===== config.mk =====
export PLATFORM = sky130hd
export DESIGN_NAME = banked_regfile
export DESIGN_NICKNAME = d
export VERILOG_FILES = /design/src/rtl/rf_pkg.sv /design/src/rtl/rf_mode_map.sv /design/src/rtl/rf_bank_mem.sv /design/src/rtl/rf_status_unit.sv /design/src/rtl/banked_regfile.sv
export SDC_FILE = /design/constraint.sdc
export NUM_CORES = 2
export LEC_CHECK = 0
export ABC_AREA = 1
export ABC_CLOCK_PERIOD_IN_PS = 12570
export BUFFER_PORTS_ARGS = -buffer_cell sky130_fd_sc_hd__buf_2
export CAP_MARGIN = 20
export CORE_ASPECT_RATIO = 2
export CORE_MARGIN = 2
export CORE_UTILIZATION = 30
export DETAILED_ROUTE_END_ITERATION = 16
export PLACE_DENSITY = 0.53
export SLEW_MARGIN = 30
export SYNTH_ARGS = -nofsm -noshare
export SYNTH_HDL_FRONTEND = slang
export SYNTH_SLANG_ARGS = --single-unit

===== constraint.sdc =====
create_clock -name clk -period 12.57 [get_ports clk]
set_clock_uncertainty 0.1 [all_clocks]
set_input_delay 2.514 -clock clk [delete_from_list [all_inputs] [get_ports clk]]
set_output_delay 2.514 -clock clk [all_outputs]
set_load 0.005 [all_outputs]

===== src/rtl/rf_pkg.sv =====
package rf_pkg;
  localparam int STAT_W   = 32;
  localparam int MODE_W   = 5;
  localparam int KIND_W   = 3;
  localparam int NBANK    = 6;
  localparam int NSAVED   = NBANK - 1;
  localparam int SHARED_N = 8;
  localparam int HI_N     = 5;
  localparam int LINK_BASE = SHARED_N + 2 * HI_N;
  localparam int NPHYS    = LINK_BASE + 2 * NBANK;
  localparam int BIT_I    = 7;
  localparam int BIT_F    = 6;
  localparam int BIT_T    = 5;

  localparam logic [MODE_W-1:0] M_USR = 5'b10000;
  localparam logic [MODE_W-1:0] M_FIQ = 5'b10001;
  localparam logic [MODE_W-1:0] M_IRQ = 5'b10010;
  localparam logic [MODE_W-1:0] M_SVC = 5'b10011;
  localparam logic [MODE_W-1:0] M_ABT = 5'b10111;
  localparam logic [MODE_W-1:0] M_UND = 5'b11011;

  localparam logic [STAT_W-1:0] RESET_STATUS = 32'h0000_00D3;

  typedef enum logic [2:0] {
    BK_USR = 3'd0, BK_FIQ = 3'd1, BK_IRQ = 3'd2,
    BK_SVC = 3'd3, BK_ABT = 3'd4, BK_UND = 3'd5
  } bank_e;

  function automatic bank_e bank_of(input logic [MODE_W-1:0] m);
    case (m)
      M_FIQ:   return BK_FIQ;
      M_IRQ:   return BK_IRQ;
      M_SVC:   return BK_SVC;
      M_ABT:   return BK_ABT;
      M_UND:   return BK_UND;
      default: return BK_USR;
    endcase
  endfunction

  function automatic logic [MODE_W-1:0] entry_mode(input logic [KIND_W-1:0] k);
    case (k)
      3'd0, 3'd2: return M_SVC;
      3'd3, 3'd4: return M_ABT;
      3'd5:       return M_IRQ;
      3'd6:       return M_FIQ;
      default:    return M_UND;
    endcase
  endfunction

  function automatic logic [7:0] entry_vector(input logic [KIND_W-1:0] k);
    case (k)
      3'd0:    return 8'h00;
      3'd2:    return 8'h08;
      3'd3:    return 8'h0C;
      3'd4:    return 8'h10;
      3'd5:    return 8'h18;
      3'd6:    return 8'h1C;
      default: return 8'h04;
    endcase
  endfunction
endpackage


===== src/rtl/rf_mode_map.sv =====
module rf_mode_map
  import rf_pkg::*;
#(
  parameter int LOG_W  = 4,
  parameter int PHYS_W = $clog2(NPHYS)
) (
  input  bank_e             bank,
  input  logic [LOG_W-1:0]  lidx,
  output logic [PHYS_W-1:0] phys
);
  localparam int HI_LO   = SHARED_N;
  localparam int LINK_LO = SHARED_N + HI_N;

  int l_i;
  int b_i;

  always_comb begin
    l_i = int'(lidx);
    b_i = int'(bank);
    if (l_i < HI_LO) begin
      phys = PHYS_W'(l_i);
    end else if (l_i < LINK_LO) begin
      phys = (bank == BK_FIQ) ? PHYS_W'(l_i + HI_N) : PHYS_W'(l_i);
    end else if (l_i < LINK_LO + 2) begin
      phys = PHYS_W'(LINK_BASE + 2 * b_i + (l_i - LINK_LO));
    end else begin
      phys = '0;
    end
  end
endmodule


===== src/rtl/rf_bank_mem.sv =====
module rf_bank_mem #(
  parameter int DATA_W = 32,
  parameter int DEPTH  = 30,
  parameter int NRD    = 2,
  parameter int AW     = $clog2(DEPTH)
) (
  input  logic              clk,
  input  logic              we,
  input  logic [AW-1:0]     waddr,
  input  logic [DATA_W-1:0] wdata,
  input  logic [AW-1:0]     raddr [NRD],
  output logic [DATA_W-1:0] rdata [NRD]
);
  logic [DATA_W-1:0] mem [DEPTH];

  always_ff @(posedge clk) begin
    if (we) mem[waddr] <= wdata;
  end

  for (genvar p = 0; p < NRD; p++) begin : g_port
    always_ff @(posedge clk) begin
      rdata[p] <= mem[raddr[p]];
    end
  end
endmodule


===== src/rtl/rf_status_unit.sv =====
module rf_status_unit
  import rf_pkg::*;
#(
  parameter int DATA_W = 32
) (
  input  logic              clk,
  input  logic              rst,
  input  logic              exc_en,
  input  logic [KIND_W-1:0] exc_kind,
  input  logic              ret_en,
  input  logic [DATA_W-1:0] ret_addr,
  input  logic              stat_wr_en,
  input  logic [STAT_W-1:0] stat_wr_data,
  input  logic              pc_wr_en,
  input  logic [DATA_W-1:0] pc_wr_data,
  output logic [DATA_W-1:0] pc,
  output logic [STAT_W-1:0] status,
  output logic [STAT_W-1:0] saved
);
  logic [STAT_W-1:0] spsr [NSAVED];
  bank_e             cur_bank;
  bank_e             tgt_bank;
  logic [MODE_W-1:0] tgt_mode;
  logic [2:0]        cur_slot;
  logic [2:0]        tgt_slot;
  logic [STAT_W-1:0] entry_status;

  always_comb begin
    cur_bank = bank_of(status[MODE_W-1:0]);
    tgt_mode = entry_mode(exc_kind);
    tgt_bank = bank_of(tgt_mode);
    cur_slot = 3'(cur_bank) - 3'd1;
    tgt_slot = 3'(tgt_bank) - 3'd1;
    saved    = (cur_bank == BK_USR) ? '0 : spsr[cur_slot];
    entry_status = status;
    entry_status[MODE_W-1:0] = tgt_mode;
    entry_status[BIT_I] = 1'b1;
    entry_status[BIT_F] = status[BIT_F] | (tgt_bank == BK_FIQ);
    entry_status[BIT_T] = 1'b0;
  end

  always_ff @(posedge clk) begin
    if (rst) begin
      pc     <= '0;
      status <= RESET_STATUS;
      for (int i = 0; i < NSAVED; i++) spsr[i] <= '0;
    end else if (exc_en) begin
      spsr[tgt_slot] <= status;
      status         <= entry_status;
      pc             <= DATA_W'(entry_vector(exc_kind));
    end else if (ret_en) begin
      pc <= ret_addr;
      if (cur_bank != BK_USR) status <= saved;
    end else begin
      if (stat_wr_en) status <= stat_wr_data;
      if (pc_wr_en)   pc     <= pc_wr_data;
    end
  end

  // vector follows the kind presented on the entry edge
  assert_vector_R6: assert property (@(posedge clk) disable iff (rst)
    exc_en |=> pc == DATA_W'(entry_vector($past(exc_kind))));

  // entry masks interrupts and leaves the 16-bit stream
  assert_entry_mask_R8: assert property (@(posedge clk) disable iff (rst)
    exc_en |=> (status[BIT_I] && !status[BIT_T] &&
                status[STAT_W-1:8] == $past(status[STAT_W-1:8])));

  // saved status of the new mode holds the old word
  assert_save_R7: assert property (@(posedge clk) disable iff (rst)
    exc_en |=> saved == $past(status));

  // return restores the saved word
  assert_return_R10: assert property (@(posedge clk) disable iff (rst)
    (ret_en && !exc_en && cur_bank != BK_USR) |=> status == $past(saved));
endmodule


===== src/rtl/banked_regfile.sv =====
module banked_regfile
  import rf_pkg::*;
#(
  parameter int DATA_W = 32,
  parameter int LOG_W  = 4
) (
  input  logic              clk,
  input  logic              rst,
  input  logic [LOG_W-1:0]  rd_a_idx,
  input  logic [LOG_W-1:0]  rd_b_idx,
  output logic [DATA_W-1:0] rd_a_data,
  output logic [DATA_W-1:0] rd_b_data,
  input  logic              wr_en,
  input  logic [LOG_W-1:0]  wr_idx,
  input  logic [DATA_W-1:0] wr_data,
  input  logic              stat_wr_en,
  input  logic [STAT_W-1:0] stat_wr_data,
  input  logic              exc_en,
  input  logic [KIND_W-1:0] exc_kind,
  input  logic              ret_en,
  input  logic [DATA_W-1:0] ret_addr,
  output logic [DATA_W-1:0] pc,
  output logic [STAT_W-1:0] status,
  output logic [STAT_W-1:0] saved_status
);
  localparam int NRD    = 2;
  localparam int PHYS_W = $clog2(NPHYS);
  localparam logic [LOG_W-1:0] PC_IDX  = {LOG_W{1'b1}};
  localparam logic [LOG_W-1:0] LNK_IDX = PC_IDX - 1'b1;

  bank_e             cur_bank;
  bank_e             tgt_bank;
  logic [LOG_W-1:0]  rd_idx    [NRD];
  logic [PHYS_W-1:0] rd_phys   [NRD];
  logic [DATA_W-1:0] mem_rdata [NRD];
  logic [DATA_W-1:0] rd_data   [NRD];
  logic [NRD-1:0]    sel_pc_q;
  logic [DATA_W-1:0] pc_q      [NRD];
  logic [PHYS_W-1:0] wr_phys;
  logic [PHYS_W-1:0] lnk_phys;
  logic              mem_we;
  logic [PHYS_W-1:0] mem_waddr;
  logic [DATA_W-1:0] mem_wdata;
  logic              pc_wr_en;

  assign cur_bank  = bank_of(status[MODE_W-1:0]);
  assign tgt_bank  = bank_of(entry_mode(exc_kind));
  assign rd_idx[0] = rd_a_idx;
  assign rd_idx[1] = rd_b_idx;
  assign rd_a_data = rd_data[0];
  assign rd_b_data = rd_data[1];

  for (genvar p = 0; p < NRD; p++) begin : g_rd
    rf_mode_map #(.LOG_W(LOG_W), .PHYS_W(PHYS_W)) u_map (
      .bank(cur_bank), .lidx(rd_idx[p]), .phys(rd_phys[p]));

    always_ff @(posedge clk) begin
      if (rst) begin
        sel_pc_q[p] <= 1'b0;
        pc_q[p]     <= '0;
      end else begin
        sel_pc_q[p] <= (rd_idx[p] == PC_IDX);
        pc_q[p]     <= pc;
      end
    end

    assign rd_data[p] = sel_pc_q[p] ? pc_q[p] : mem_rdata[p];
  end

  rf_mode_map #(.LOG_W(LOG_W), .PHYS_W(PHYS_W)) u_wmap (
    .bank(cur_bank), .lidx(wr_idx), .phys(wr_phys));

  rf_mode_map #(.LOG_W(LOG_W), .PHYS_W(PHYS_W)) u_lmap (
    .bank(tgt_bank), .lidx(LNK_IDX), .phys(lnk_phys));

  always_comb begin
    pc_wr_en  = wr_en && (wr_idx == PC_IDX);
    mem_we    = exc_en || (wr_en && (wr_idx != PC_IDX));
    mem_waddr = exc_en ? lnk_phys : wr_phys;
    mem_wdata = exc_en ? pc : wr_data;
  end

  rf_bank_mem #(.DATA_W(DATA_W), .DEPTH(NPHYS), .NRD(NRD), .AW(PHYS_W)) u_mem (
    .clk(clk), .we(mem_we), .waddr(mem_waddr), .wdata(mem_wdata),
    .raddr(rd_phys), .rdata(mem_rdata));

  rf_status_unit #(.DATA_W(DATA_W)) u_stat (
    .clk(clk), .rst(rst), .exc_en(exc_en), .exc_kind(exc_kind),
    .ret_en(ret_en), .ret_addr(ret_addr),
    .stat_wr_en(stat_wr_en), .stat_wr_data(stat_wr_data),
    .pc_wr_en(pc_wr_en), .pc_wr_data(wr_data),
    .pc(pc), .status(status), .saved(saved_status));

  // an entry always lands in a listed exception mode
  assert_mode_R5: assert property (@(posedge clk) disable iff (rst)
    exc_en |=> bank_of(status[MODE_W-1:0]) != BK_USR);

  // a plain write to logical 15 reaches the program counter
  assert_pc_write_R11: assert property (@(posedge clk) disable iff (rst)
    (wr_en && wr_idx == PC_IDX && !exc_en && !ret_en) |=> pc == $past(wr_data));
endmodule


==> impl_metrics.env <==
export IMPL_peakVddDrop_mv=0.144
export IMPL_intPower_uw=8470
export IMPL_cts_sinks=1378
export IMPL_p_comb_frac=0.297
export IMPL_grt_max_degree=179
export IMPL_finalHoldViolations=0
export IMPL_yosys_area_top_type="edfxtp_1"
export IMPL_power_leakage_uw=0.0335
export IMPL_root_buffer="clkbuf_16"
export IMPL_synth_main_ff_cell="edfxtp_1"
export IMPL_r2r_cells=18
export IMPL_via_per_inst=5.45
export IMPL_synth_seq_cells=1378
export IMPL_finalWirelength_um=282000
export IMPL_grt_pass1_vias=60900
export IMPL_final_setup_viol_count=0
export IMPL_gr_total_overflow=0
export IMPL_max_cap_violations=0
export IMPL_met3_usage=0.0320
export IMPL_grtUsageMet1=0.270
export IMPL_ys_top_cells_by_area="edfxtp_1, nand3_1, nand2_1"
export IMPL_crit_reg2reg_launch="u_stat.status[0]"
export IMPL_start_util=0.301
export IMPL_cts_clk_slew_worst_paths_ps=70
export IMPL_finalMaxSlewViolations=0
export IMPL_power_frac_seq=0.404
export IMPL_n_fill_cell=24300
export IMPL_clk_latency_ps=780
export IMPL_mostFrequentLayoutCells="nand3_1, nand2_1, edfxtp_1"
export IMPL_placement_setup_worst_slack_ps=5270
export IMPL_path_class="reg2out"
export IMPL_regArea_mm2=0.0398
export IMPL_hold_start="u_stat.pc[0]"
export IMPL_power_frac_clock=0.299
export IMPL_switchingPower_uw=4820
export IMPL_period_share=0.648
export IMPL_avgSynthCellArea_um2=8.59
export IMPL_rows=252
export IMPL_required_ps=9960
export IMPL_tightestPinTransition_ps=1200
export IMPL_hold_buffers=0
export IMPL_cts_buffer_depth=3
export IMPL_die_h_um=691
export IMPL_slew_headroom=0.203
export IMPL_drtIter0Drc=6819
export IMPL_max_freq_mhz=123
export IMPL_ctsResizeCount=0
export IMPL_final_common_cell="nand3_1"
export IMPL_synth_top_family_by_area="simple AND/OR/NAND/NOR gates"
export IMPL_worstPathArrival_ps=5530
export IMPL_busiest_layer="met2"
export IMPL_synth_compound_area_frac=0.0416
export IMPL_antenna_found_initial=22
export IMPL_place_area_mm2=0.0754
export IMPL_syn2layout_area_growth_pct=12.7
export IMPL_synth_cell_types=39
export IMPL_sw_frac_of_total=0.362
export IMPL_start_kind="register"
export IMPL_end_kind="output pin"
export IMPL_ys_warnings_count=0
export IMPL_status="finished, final reports clean"
export IMPL_io_pins=277
export IMPL_h_tree_depth=3
export IMPL_min_to="pc_q[1][0]"
export IMPL_synth_xor_area_frac=0.000601
export IMPL_grt_first_pass_wirelength_um=407000
export IMPL_min_path_cells=2
export IMPL_drc=0
export IMPL_place_gp_congestion=0.831
export IMPL_antenna_left=0
export IMPL_synth_top_area_share=0.516
export IMPL_hpwl_um=158000
export IMPL_total_power_uw=13300
export IMPL_cts_setup_buffers=0
export IMPL_cts_made_buffers=121
export IMPL_routedWlPerCell_um=24.7
export IMPL_worst_slack_ps=4430
export IMPL_die_area_mm2=0.240
export IMPL_port_buffers=276
export IMPL_synth_edff_count=1216
export IMPL_hold_class="reg2reg"
export IMPL_multiInputGateArea_mm2=0.0253
export IMPL_dr_pass1_iters=8
export IMPL_synth_adder_area_share=0.00580
export IMPL_whs_ps=376
export IMPL_r2r_slack_ps=5600
export IMPL_rsz0062_at_grt="false"
export IMPL_placeableCoreArea_mm2=0.235
export IMPL_fp_dieW_um=347
export IMPL_fin_crit_ps=8140
export IMPL_vias=62300
export IMPL_syn_inst=8239
export IMPL_netlist_area_mm2=0.0708
export IMPL_synth_mux_area_frac=0.0102
export IMPL_tns_ps=0
export IMPL_grt_use_met2=0.391
export IMPL_async_reset_ff_frac=0
export IMPL_track_usage=0.227
export IMPL_nNetsFinal=8414
export IMPL_critical_path_max_fanout=63
export IMPL_fin_area_mm2=0.0798
export IMPL_synthSimpleGateAreaFrac=0.285
export IMPL_final_layout_size_suffix_gt1_frac=0.0935
export IMPL_reg2reg_to="u_mem.rdata[15]"
export IMPL_cts_tree="yes"
export IMPL_power_density_mw_per_mm2=167
export IMPL_ys_seq_area_frac=0.562
-- per-stage QoR --
stage | instances | util
floorplan | 8334 | -
global placement | 11200 | 0.320
detailed placement | 11200 | 0.321
CTS | 11400 | 0.338
global route | 11400 | 0.339
finish | 11400 | 0.339
-- metal layers --
| metal | part of all wire | vias to the layer above |
|---|---|---|
| met4 | 0.062 | 18 |
| met5 | 0.00050 | - |
| li1 | - | 27600 |
| met3 | 0.084 | 909 |
| met1 | 0.37 | 30100 |
| met2 | 0.48 | 3638 |
-- worst max-delay path by stage --
stage	startpoint	end	slack, ps
global placement	u_stat.status[4]	saved_status[10]	5300
finish	u_stat.status[0]	saved_status[11]	4430
detailed placement	u_stat.status[0]	saved_status[11]	5270
global route	u_stat.status[0]	saved_status[12]	4170
CTS	u_stat.status[0]	saved_status[11]	4400
floorplan	wr_idx[1]	u_mem.mem[24][0]	6400
-- power groups by stage --
stage / Sequential [uW] / Clock, uW / Combinational (uW)
detailed placement: 5480 / 0 / 3890
finish: 5370 / 3980 / 3950
global route: 5390 / 4180 / 4270
global placement: 5470 / 0 / 3870
CTS: 5380 / 4040 / 3910
floorplan: 5400 / 0 / 2350
-- synthesized netlist by cell type, types with 35 or more instances --
cell / n
edfxtp_1: 1216
inv_1: 1041
buf_1: 49
o211ai_1: 35
nor2_1: 486
a21oi_1: 156
o21ai_0: 310
clkbuf_1: 256
nand3_1: 2418
nand2_1: 1612
buf_2: 267
mux2_2: 64
dfxtp_1: 162
-- logic make-up (layout without fill, tap and decap cells) --
family / after synthesis / after routing
AND/OR/NAND/NOR: 4548 / 4548
buffers and inverters: 1657 / 1698
flip-flops: 1378 / 1378
AO/OA/AOI/OAI: 556 / 556
multiplexers: 64 / 64
adder cells (fa/ha/maj): 31 / 31
XOR/XNOR: 4 / 4
other: 1 / 100
-- flip-flops by register name, indices dropped and copies added, names as in the netlist --
signal and count:
u_stat.spsr 256, sel_pc_q 2, u_stat.status 32, u_mem.rdata 64
u_stat.pc 32, pc_q 32, u_mem.mem 960
-- area by class of cell --
cell class / count / area share
Tap cell: 3048 / 0.0478
Inverter: 1050 / 0.0499
Timing Repair Buffer: 416 / 0.0353
Clock buffer: 154 / 0.0405
Sequential cell: 1378 / 0.498
Multi-Input combinational cell: 5299 / 0.317
Clock inverter: 78 / 0.0109
Antenna cell: 4 / 0.000125
-- critical path: stages, from the launching register on --
cell,delay [ps]
dfxtp_1,520
nand2_1,150
nor2_4,140
nand2_1,100
nand2_4,310
buf_4,550
inv_4,400
ha_1,370
xnor2_2,750
inv_2,30
buf_4,360
o211ai_1,290
nand2_1,90
nor2_1,280
buf_2,180
Power figures use the tool's default switching activity.
